## src/rtl/rxq_pkg.sv

```systemverilog
// Shared definitions for the tagged receive queue.
// Assumes nothing beyond a packed four-bit tag per character.
package rxq_pkg;
    // Per-character status nibble, bit 3 down to bit 0.
    typedef struct packed {
        logic brk;
        logic frm;
        logic par;
        logic ovr;
    } rxq_tag_t;

    localparam int TAG_W = 4;
endpackage

```

## src/rtl/rxq_store.sv

```systemverilog
// Storage and pointer logic for the tagged receive queue.
// Holds DEPTH characters, each with its own tag nibble, and tracks a
// pending overrun that is attached to the next stored character.
// Assumes DEPTH is a power of two, so the pointers wrap naturally.
module rxq_store
    import rxq_pkg::*;
#(
    parameter int DEPTH = 16,
    parameter int DW    = 8,
    localparam int AW   = $clog2(DEPTH),
    localparam int CW   = AW + 1
) (
    input  logic          clk,
    input  logic          rst_n,
    input  logic          flush,
    input  logic          wr_req,
    input  logic [DW-1:0] wr_data,
    input  logic          wr_brk,
    input  logic          wr_frm,
    input  logic          wr_par,
    input  logic          rd_pop,
    output logic [DW-1:0] head_data,
    output rxq_tag_t      head_tag,
    output logic [CW-1:0] level,
    output logic          store_evt,
    output rxq_tag_t      store_tag
);
    localparam logic [CW-1:0] FULL_LVL = CW'(DEPTH);

    logic [DW-1:0] dmem [DEPTH];
    rxq_tag_t      tmem [DEPTH];
    logic [AW-1:0] wptr, rptr;
    logic          pend_ovr;
    logic          is_full, is_empty, do_store, do_drop, do_pop;

    assign is_full   = (level == FULL_LVL);
    assign is_empty  = (level == '0);
    assign do_store  = wr_req & ~is_full & ~flush;
    assign do_drop   = wr_req & is_full & ~flush;
    assign do_pop    = rd_pop & ~is_empty & ~flush;
    assign store_evt = do_store;
    assign store_tag = '{brk: wr_brk, frm: wr_frm, par: wr_par, ovr: pend_ovr};

    // Write the incoming character and its tag into the slot at wptr.
    always_ff @(posedge clk) begin
        if (do_store) begin
            dmem[wptr] <= wr_data;
            tmem[wptr] <= store_tag;
        end
    end

    // Advance the pointers; a flush returns both to slot zero.
    always_ff @(posedge clk) begin
        if (!rst_n || flush) begin
            wptr <= '0;
            rptr <= '0;
        end else begin
            if (do_store) wptr <= wptr + 1'b1;
            if (do_pop)   rptr <= rptr + 1'b1;
        end
    end

    // Fill level: up one per store, down one per pop.
    always_ff @(posedge clk) begin
        if (!rst_n || flush) begin
            level <= '0;
        end else begin
            case ({do_store, do_pop})
                2'b10:   level <= level + 1'b1;
                2'b01:   level <= level - 1'b1;
                default: level <= level;
            endcase
        end
    end

    // Pending overrun: set by a dropped write, consumed by the next store.
    always_ff @(posedge clk) begin
        if (!rst_n || flush) pend_ovr <= 1'b0;
        else if (do_drop)    pend_ovr <= 1'b1;
        else if (do_store)   pend_ovr <= 1'b0;
    end

    assign head_data = dmem[rptr];
    assign head_tag  = tmem[rptr];
endmodule

```

## src/rtl/rxq_timeout.sv

```systemverilog
// Idle timer for the receive queue.
// Counts bit periods while the line is idle and no character arrives,
// and pulses fire on the tick that completes TOUT_BITS periods.
// The count then saturates until a restart, so it fires once per idle gap.
module rxq_timeout #(
    parameter int TOUT_BITS = 32,
    localparam int TW       = $clog2(TOUT_BITS + 1)
) (
    input  logic clk,
    input  logic rst_n,
    input  logic hold,
    input  logic restart,
    input  logic tick,
    output logic fire
);
    localparam logic [TW-1:0] LAST = TW'(TOUT_BITS - 1);
    localparam logic [TW-1:0] SAT  = TW'(TOUT_BITS);

    logic [TW-1:0] cnt;

    assign fire = ~hold & ~restart & tick & (cnt == LAST);

    // Idle bit-period counter, saturating at TOUT_BITS.
    always_ff @(posedge clk) begin
        if (!rst_n || hold || restart) cnt <= '0;
        else if (tick && cnt != SAT)   cnt <= cnt + 1'b1;
    end
endmodule

```

## src/rtl/rxq_flags.sv

```systemverilog
// Bank of N sticky interrupt flags, each cleared by writing 1.
// If set and clear arrive in the same cycle, the set wins.
module rxq_flags #(
    parameter int N = 3
) (
    input  logic         clk,
    input  logic         rst_n,
    input  logic [N-1:0] set,
    input  logic [N-1:0] clr,
    output logic [N-1:0] flag
);
    for (genvar i = 0; i < N; i++) begin : g_flag
        // One sticky bit with set priority over clear.
        always_ff @(posedge clk) begin
            if (!rst_n) flag[i] <= 1'b0;
            else        flag[i] <= set[i] | (flag[i] & ~clr[i]);
        end
    end
endmodule

```

## src/rtl/rxq_tagged_fifo.sv

```systemverilog
// Receive queue with a per-character error tag, split fill status,
// a trigger-level flag, an error flag and an idle-timeout flag.
// Assumes DEPTH is a power of two, divisible by four; the four trigger
// levels are quarter steps of DEPTH.
module rxq_tagged_fifo
    import rxq_pkg::*;
#(
    parameter int DEPTH     = 16,
    parameter int DW        = 8,
    parameter int TOUT_BITS = 32
) (
    input  logic                     clk,
    input  logic                     rst_n,
    input  logic                     rx_enable,
    input  logic                     fifo_clr,
    input  logic [1:0]               trig_sel,
    input  logic                     wr_en,
    input  logic [DW-1:0]            wr_data,
    input  logic                     wr_brk,
    input  logic                     wr_frm,
    input  logic                     wr_par,
    input  logic                     bit_tick,
    input  logic                     rx_idle,
    input  logic                     pop,
    output logic [DW-1:0]            head_data,
    output logic [TAG_W-1:0]         head_err,
    output logic [$clog2(DEPTH)-1:0] stat_cnt,
    output logic                     stat_full,
    output logic                     irq_rx,
    output logic                     irq_err,
    output logic                     irq_tout,
    input  logic [2:0]               clr_irq
);
    localparam int AW   = $clog2(DEPTH);
    localparam int CW   = AW + 1;
    localparam int STEP = DEPTH / 4;

    logic          flush, wr_ok, store_evt, tout_fire;
    logic [CW-1:0] level, thr;
    rxq_tag_t      head_tag, store_tag;
    logic [2:0]    set_vec, flag_vec;

    assign flush = fifo_clr | ~rx_enable;
    assign wr_ok = wr_en & rx_enable;

    rxq_store #(.DEPTH(DEPTH), .DW(DW)) u_store (
        .clk       (clk),
        .rst_n     (rst_n),
        .flush     (flush),
        .wr_req    (wr_ok),
        .wr_data   (wr_data),
        .wr_brk    (wr_brk),
        .wr_frm    (wr_frm),
        .wr_par    (wr_par),
        .rd_pop    (pop),
        .head_data (head_data),
        .head_tag  (head_tag),
        .level     (level),
        .store_evt (store_evt),
        .store_tag (store_tag)
    );

    rxq_timeout #(.TOUT_BITS(TOUT_BITS)) u_tout (
        .clk     (clk),
        .rst_n   (rst_n),
        .hold    (~rx_enable | ~rx_idle),
        .restart (wr_ok),
        .tick    (bit_tick),
        .fire    (tout_fire)
    );

    // Trigger threshold in entries: (code + 1) quarter-depths.
    assign thr = CW'((32'(trig_sel) + 1) * STEP);

    assign set_vec[0] = (level >= thr);
    assign set_vec[1] = store_evt & (|store_tag);
    assign set_vec[2] = tout_fire;

    rxq_flags #(.N(3)) u_flags (
        .clk   (clk),
        .rst_n (rst_n),
        .set   (set_vec),
        .clr   (clr_irq),
        .flag  (flag_vec)
    );

    assign irq_rx    = flag_vec[0];
    assign irq_err   = flag_vec[1];
    assign irq_tout  = flag_vec[2];
    assign head_err  = head_tag;
    assign stat_cnt  = level[AW-1:0];
    assign stat_full = level[AW];
endmodule

```

## config.mk

```make
export PLATFORM = sky130hd
export DESIGN_NAME = rxq_tagged_fifo
export DESIGN_NICKNAME = d
export VERILOG_FILES = /design/src/rtl/rxq_pkg.sv /design/src/rtl/rxq_store.sv /design/src/rtl/rxq_timeout.sv /design/src/rtl/rxq_flags.sv /design/src/rtl/rxq_tagged_fifo.sv
export SDC_FILE = /design/constraint.sdc
export NUM_CORES = 1
export LEC_CHECK = 0
export ABC_AREA = 1
export BUFFER_PORTS_ARGS = -buffer_cell sky130_fd_sc_hd__buf_2
export CORE_MARGIN = 2
export CORE_UTILIZATION = 54
export CTS_CLUSTER_DIAMETER = 120
export DETAILED_ROUTE_END_ITERATION = 8
export GPL_ROUTABILITY_DRIVEN = 0
export PLACE_DENSITY = 0.8
export SLEW_MARGIN = 20
export SYNTH_ARGS = -nofsm -noshare
export SYNTH_HDL_FRONTEND = slang
export SYNTH_SLANG_ARGS = --single-unit
```

## constraint.sdc

```tcl
create_clock -name clk -period 2.8 [get_ports clk]
set_input_delay 0.56 -clock clk [delete_from_list [all_inputs] [get_ports clk]]
set_output_delay 0.56 -clock clk [all_outputs]
set_load 0.05 [all_outputs]
```

---- After elaboration in Yosys (flattened, before gate mapping) ----
Memory sizes are Yosys's and may differ from the RTL's. A register that Yosys moved wholly into a read port is not among the register bits.
Index checks and enable logic that the tools add are counted.
cells by class
  $add $sub $neg .......................... 6
  order comparisons ....................... 1
  eq/ne operators ......................... 5
  multiplexer cells ....................... 9
  bitwise operators ....................... 29
  reduce and logical (&&, ||, !) cells .... 9
operator list
  cell                                                 number
  2-to-1 mux 4 bit                                     4
  bitwise AND 1 bit                                    14
  inverter 1 bit                                       10
  case mux 5 bit (2 select lines)                      1
  adder 4 x 1 -> 4 bit, second input constant          2
  adder 6 x 1 -> 6 bit, second input constant          1
  equality test 6 x 5 -> 1 bit, second input constant  1
  != test 6 bit, second input constant                 1
  adder 5 x 1 -> 5 bit, second input constant          1
  equality test 5 bit, second input constant           1
  greater-or-equal comparator 5 bit                    1
  zero test 5 bit                                      1
  bitwise OR 1 bit                                     5
  subtractor 5 x 1 -> 5 bit, second input constant     1
  2-to-1 mux 1 bit                                     4
  nonzero test 2 bit                                   2
  OR reduction 4 bit                                   1
  adder 2 x 1 -> 3 bit, second input constant          1
  logical OR 1 bit                                     3
  equality test 2 x 1 -> 1 bit, second input constant  1
  equality test 2 bit, second input constant           1
  logical AND 1 bit                                    1
  zero test 1 bit                                      1
word-level totals
  register bits ........................... 23
  RAM bits ................................ 192
  input port bits ......................... 24
  output and inout bits ................... 20
  word-level logic and storage cells ...... 69
  memories kept ........................... 2
memories
  name          depth  bits a word  read ports  clocked after memory_dff  write ports  RTL line         text
  u_store.dmem  16     8            1           1                         1            rxq_store.sv:30  logic [DW-1:0] dmem [DEPTH];
  u_store.tmem  16     4            1           1                         1            rxq_store.sv:31  rxq_tag_t tmem [DEPTH];

---- Logic depth before layout (Yosys ltp) ----
  depth after elaboration ................. 7
  gate-level depth with buffers ........... 17
  mapped depth without buffers ............ 16

---- By module ----
From an unflattened synthesis, not the netlist that was laid out.
unflattened totals
  cells, all modules ...................... 749
  area, all modules ....................... 9305.2 µm²
modules (own cells, without submodules)
  module           instances  cells an instance  area each (µm²)  sequential area each (µm²)
  rxq_store        1          657                8713.4           6125.9
  rxq_timeout      1          50                 341.6            120.1
  rxq_tagged_fifo  1          26                 137.6            0.0
  rxq_flags        1          16                 112.6            60.1

---- Worst setup path before layout ----
No wires, ideal clock.
  path type ............................... reg2reg
  from .................................... register u_store.level[0]
  to ...................................... register u_store.level[2]
  setup time .............................. 0.113 ns
  arrival ................................. 2.375 ns
  path slack .............................. 0.311 ns
  cell stages (with the launch flop) ...... 16
  path buffers ............................ 1
  clock period less this slack ............ 2.489 ns
  path through ............................ dfxtp_1 > nor2_1 > nand4_1 > nand2_1 > nor2_1 > ha_1 > buf_2 > nand2_1 > inv_1 > nor2_1 > ha_1 > inv_1 > nand2_1 > xor2_1 > o21ai_1 > inv_1
on the way
  cells in the longest elaborated chain, start to end .. 6
  elaborated cells on any way between the ends .. 14
ends and longest elaborated chain
  what                                                                          RTL line                          text
  from (decl)                                                                   rxq_store.sv:24                   output logic [CW-1:0] level,
  from (signal assigned)                                                        rxq_store.sv:69                   2'b10: level <= level + 1'b1;
  from (signal assigned)                                                        rxq_store.sv:70                   2'b01: level <= level - 1'b1;
  from (signal assigned)                                                        rxq_store.sv:71                   default: level <= level;
  equality test 5 bit / zero test 5 bit (equally long branches)                 rxq_store.sv:36, rxq_store.sv:37
  inverter 1 bit (on tied branches)                                             rxq_store.sv:38, rxq_store.sv:40
  bitwise AND 1 bit (on tied branches) (2 in a row)                             rxq_store.sv:38, rxq_store.sv:40
  equality test 2 x 1 -> 1 bit / equality test 2 bit (equally long branches)    rxq_store.sv:68                   case ({do_store, do_pop})
  case mux 5 bit (2 select lines) / nonzero test 2 bit (equally long branches)  n/a
Several ways; a longest one is shown, not always the timed one.
A chain may end at the register's enable or synchronous reset.

==> Implementation_results.wiki <==
{| class="wikitable"
! Metric !! Value
|-
| Antenna Diode Count || 0
|-
| Hold Violations, Final || 0
|-
| Core ar. || 0.01706 mm2
|-
| Clock sink total || 219
|-
| Vias in the first global route || 5725
|-
| Critical path class || reg2out
|-
| Buffer levels on the longest clock path || 3
|-
| Number of flip-flops and latches in the synthesized netlist || 219
|-
| Final WL || between 20000 and 25000 um
|-
| Half-perimeter wire length after placement || approximately 12000 um
|-
| Termination of the worst setup path || head_err[0]
|-
| Depth of the worst register-to-register path || 15
|-
| Antenna Nets Post-Route || 0
|-
| Launch point of the worst hold path || rst_n
|-
| Routed vias/inst || ~5.5
|-
| Vias after detailed routing || 6254
|-
| Count of mapped cells out of synthesis || about 820
|-
| First-pass GRT wire length || 30300 um
|-
| Clock slew at the register clock pins of the worst setup and hold paths || 0.06 ns
|-
| Worst ir drop on vdd || 0.0004188 V
|-
| Number of distinct library cell variants in the gate-level netlist after synthesis || 31
|-
| DRC violation count after routing || 0
|-
| Met2 track demand over resource || 35.87%
|-
| DR iter-0 viols || 610
|-
| Share of the clock period used by the worst path after layout || 97.57%
|-
| Synthesis warning total || 0
|-
| Clock H-tree levels || 1
|-
| Chip width || 135.3 um
|-
| Tmin final || roughly 2.7 ns
|-
| Number of detailed-route iterations in the first pass || 5
|-
| GRT Residual Overflow || 0
|-
| Leakage component of the power || roughly 4.0 nW
|-
| Setup TNS || 0 ns
|-
| Number of buffers added on ports || 43
|-
| Endpoint class of the critical path || primary output
|-
| Number of setup violations in the final report || 0
|-
| Vert. Die Dim || 135.3 um
|-
| Total power per unit cell area || 609.2 mW/mm2
|-
| Maximum number of pins on one net before global-route repair || 69
|-
| Net Count, Synth || 861
|-
| Final Max Slew Viols || 0
|-
| Max Fanout on Critical Path || 12
|-
| Post-synthesis average cell area || roughly 11 um2
|-
| Post-Route Skew || 0.009406 ns
|-
| Num rows || 48
|-
| IO Count || 44
|-
| Max Cap Violations || 0
|-
| Proportion of layout cells with a drive suffix above 1 || 13.29%
|-
| CTS root buf || clkbuf_16
|-
| Most common cell after layout, fill and taps aside || edfxtp_1
|-
| Global-route layer with the greatest usage || met2
|-
| CTS tree || yes
|-
| Hold-fix buffers, CTS || 0
|-
| Effective utilization at floorplan || 54.61%
|-
| Number of nets in the finished design || around 900
|-
| Layout-stage area growth over the synthesis result || 13.78%
|-
| Met1 track demand over resource in global routing || 29.20%
|-
| Count of filler cells inserted in the layout || between 1000 and 1500
|-
| Number of buffers inserted during clock tree synthesis || 22
|-
| Reg2reg end || u_store.level[4]
|-
| Initial antenna violation count || 0
|-
| Worst hold margin || 0.2855 ns
|-
| GR Util All Layers || 21.63%
|-
| Run status || finished, final reports clean
|-
| Startpoint kind of the worst setup timing path || flip-flop
|-
| Post-synthesis instance area || 0.009314 mm2
|-
| CP required || 2.24 ns
|-
| Min-Delay Path Class || in2reg
|-
| Clock latency of the later-clocked register in the worst-skew pair || 0.50 ns
|-
| Final Power || 6.456 mW
|-
| Routing usage on met3 || 3.853%
|-
| Leading cell types in the layout, fill and taps excluded || edfxtp_1, inv_1, nand2_1, nand3_1, a21oi_1
|-
| CP arrival || roughly 2.2 ns
|-
| RSZ-0062 raised after global routing || no
|-
| Routed wire length per instance || between 15 and 20 um
|-
| Floorplan die area || 0.01831 mm2
|-
| Worst reg2reg path startpoint || u_store.level[0]
|-
| Register-to-register setup slack || 0.30 ns
|-
| Seq/Total Area, Yosys || between 60% and 70%
|-
| Slew margin rel. || just over 60%
|-
| Worst slew pin tran || 0.5784 ns
|-
| Maximum clock rate || 366.0 MHz
|}
[critical path, cell delays in order (launching register included)]
cell and delay, ns:
dfxtp_1 0.53, clkinvlp_4 0.43, nand3_1 0.20, nand3_1 0.10, nand2_1 0.13, buf_2 0.28
[per-layer routing]
layer / routed length, um / vias to the layer above
met4: 514 / 0
met3: 1697 / 42
met2: 9568 / 258
li1: - / 2984
met1: 8270 / 2970
met5: 0 / -
[cell families after synthesis]
kind of cell / share of synthesized area, %
flops: 67.71
fa+ha+maj: 1.881
simple gates: 11.02
buf+inv: 7.912
compound gates: 10.92
xor+xnor: 0.5642
[Yosys cell counts (all sizes together)]
library cell	number	area (um2)
o211ai	48	360.4
nor4	1	6.260
a21oi	68	340.3
nand3b	1	7.510
and3	1	6.260
a21boi	1	7.510
o21ai	58	294.0
nand3	83	415.4
dfxtp	27	540.5
edfxtp	192	5766
xnor2	1	8.760
a211oi	2	15.01
nand4	4	25.02
nor2	32	122.6
buf	26	185.2
xor2	5	43.79
clkbuf	14	52.55
inv	133	499.2
ha	14	175.2
or2	3	18.77
nor3	4	20.02
nand2	105	404.1
[how the worst min path moves through the flow]
stage,end,slack (ns),cells past startpoint
finish,u_flags.flag[0],0.29,3
global route,u_flags.flag[0],0.29,3
CTS,u_flags.flag[0],0.27,3
detailed placement,u_flags.flag[2],0.46,2
global placement,u_flags.flag[1],0.45,2
floorplan,flip-flop,0.47,2
[flip-flops by register name, summed over array words and instances, names as in the netlist, named ones only]
signal and count:
u_tout.cnt 6, u_store.pend_ovr 1, u_store.level 5, u_store.rptr 4, u_store.wptr 4, u_store.tmem 64, u_flags.flag 3, u_store.dmem 128
[power breakdown]
group | leakage, nW | switching (mW) | internal, mW | total (mW)
Sequential | 1.95 | 0.00663 | 3.55 | 3.56
Combinational | 1.68 | 0.117 | 0.0383 | 0.156
Clock | 0.329 | 1.13 | 1.61 | 2.74
[stage by stage]
step	utilization (%)	area, um2	worst slack [ns]	instances
2_1_floorplan	-	9314	0.3115	823
3_3_place_gp	57.94	9883	0.4654	1085
3_5_place_dp	57.94	9883	0.3314	1085
4_1_cts	61.91	10560	0.003711	1124
5_1_grt	62.13	10600	0.03566	1128
6_report	62.13	10600	0.06808	1128
[cell type report]
| type | count | area (um2) | area share, % |
|---|---|---|---|
| Multi-Input combinational cell | 431 | 2271 | 21.43 |
| Clock inverter | 9 | 62.56 | 0.5903 |
| Timing Repair inverter | 1 | 7.507 | 0.07084 |
| Sequential cell | 219 | 6314 | 59.57 |
| Inverter | 133 | 503.0 | 4.746 |
| Tap cell | 225 | 281.5 | 2.656 |
| Clock buffer | 30 | 611.8 | 5.773 |
| Timing Repair Buffer | 80 | 546.8 | 5.159 |
[what timing repair did]
item	CTS	global route
cloned	0	1
endpoints found under the setup margin	5	12
resized for setup	1	2
endpoints found under the hold margin	0	0
setup buffers	0	3
Power figures use the tool's default switching activity.
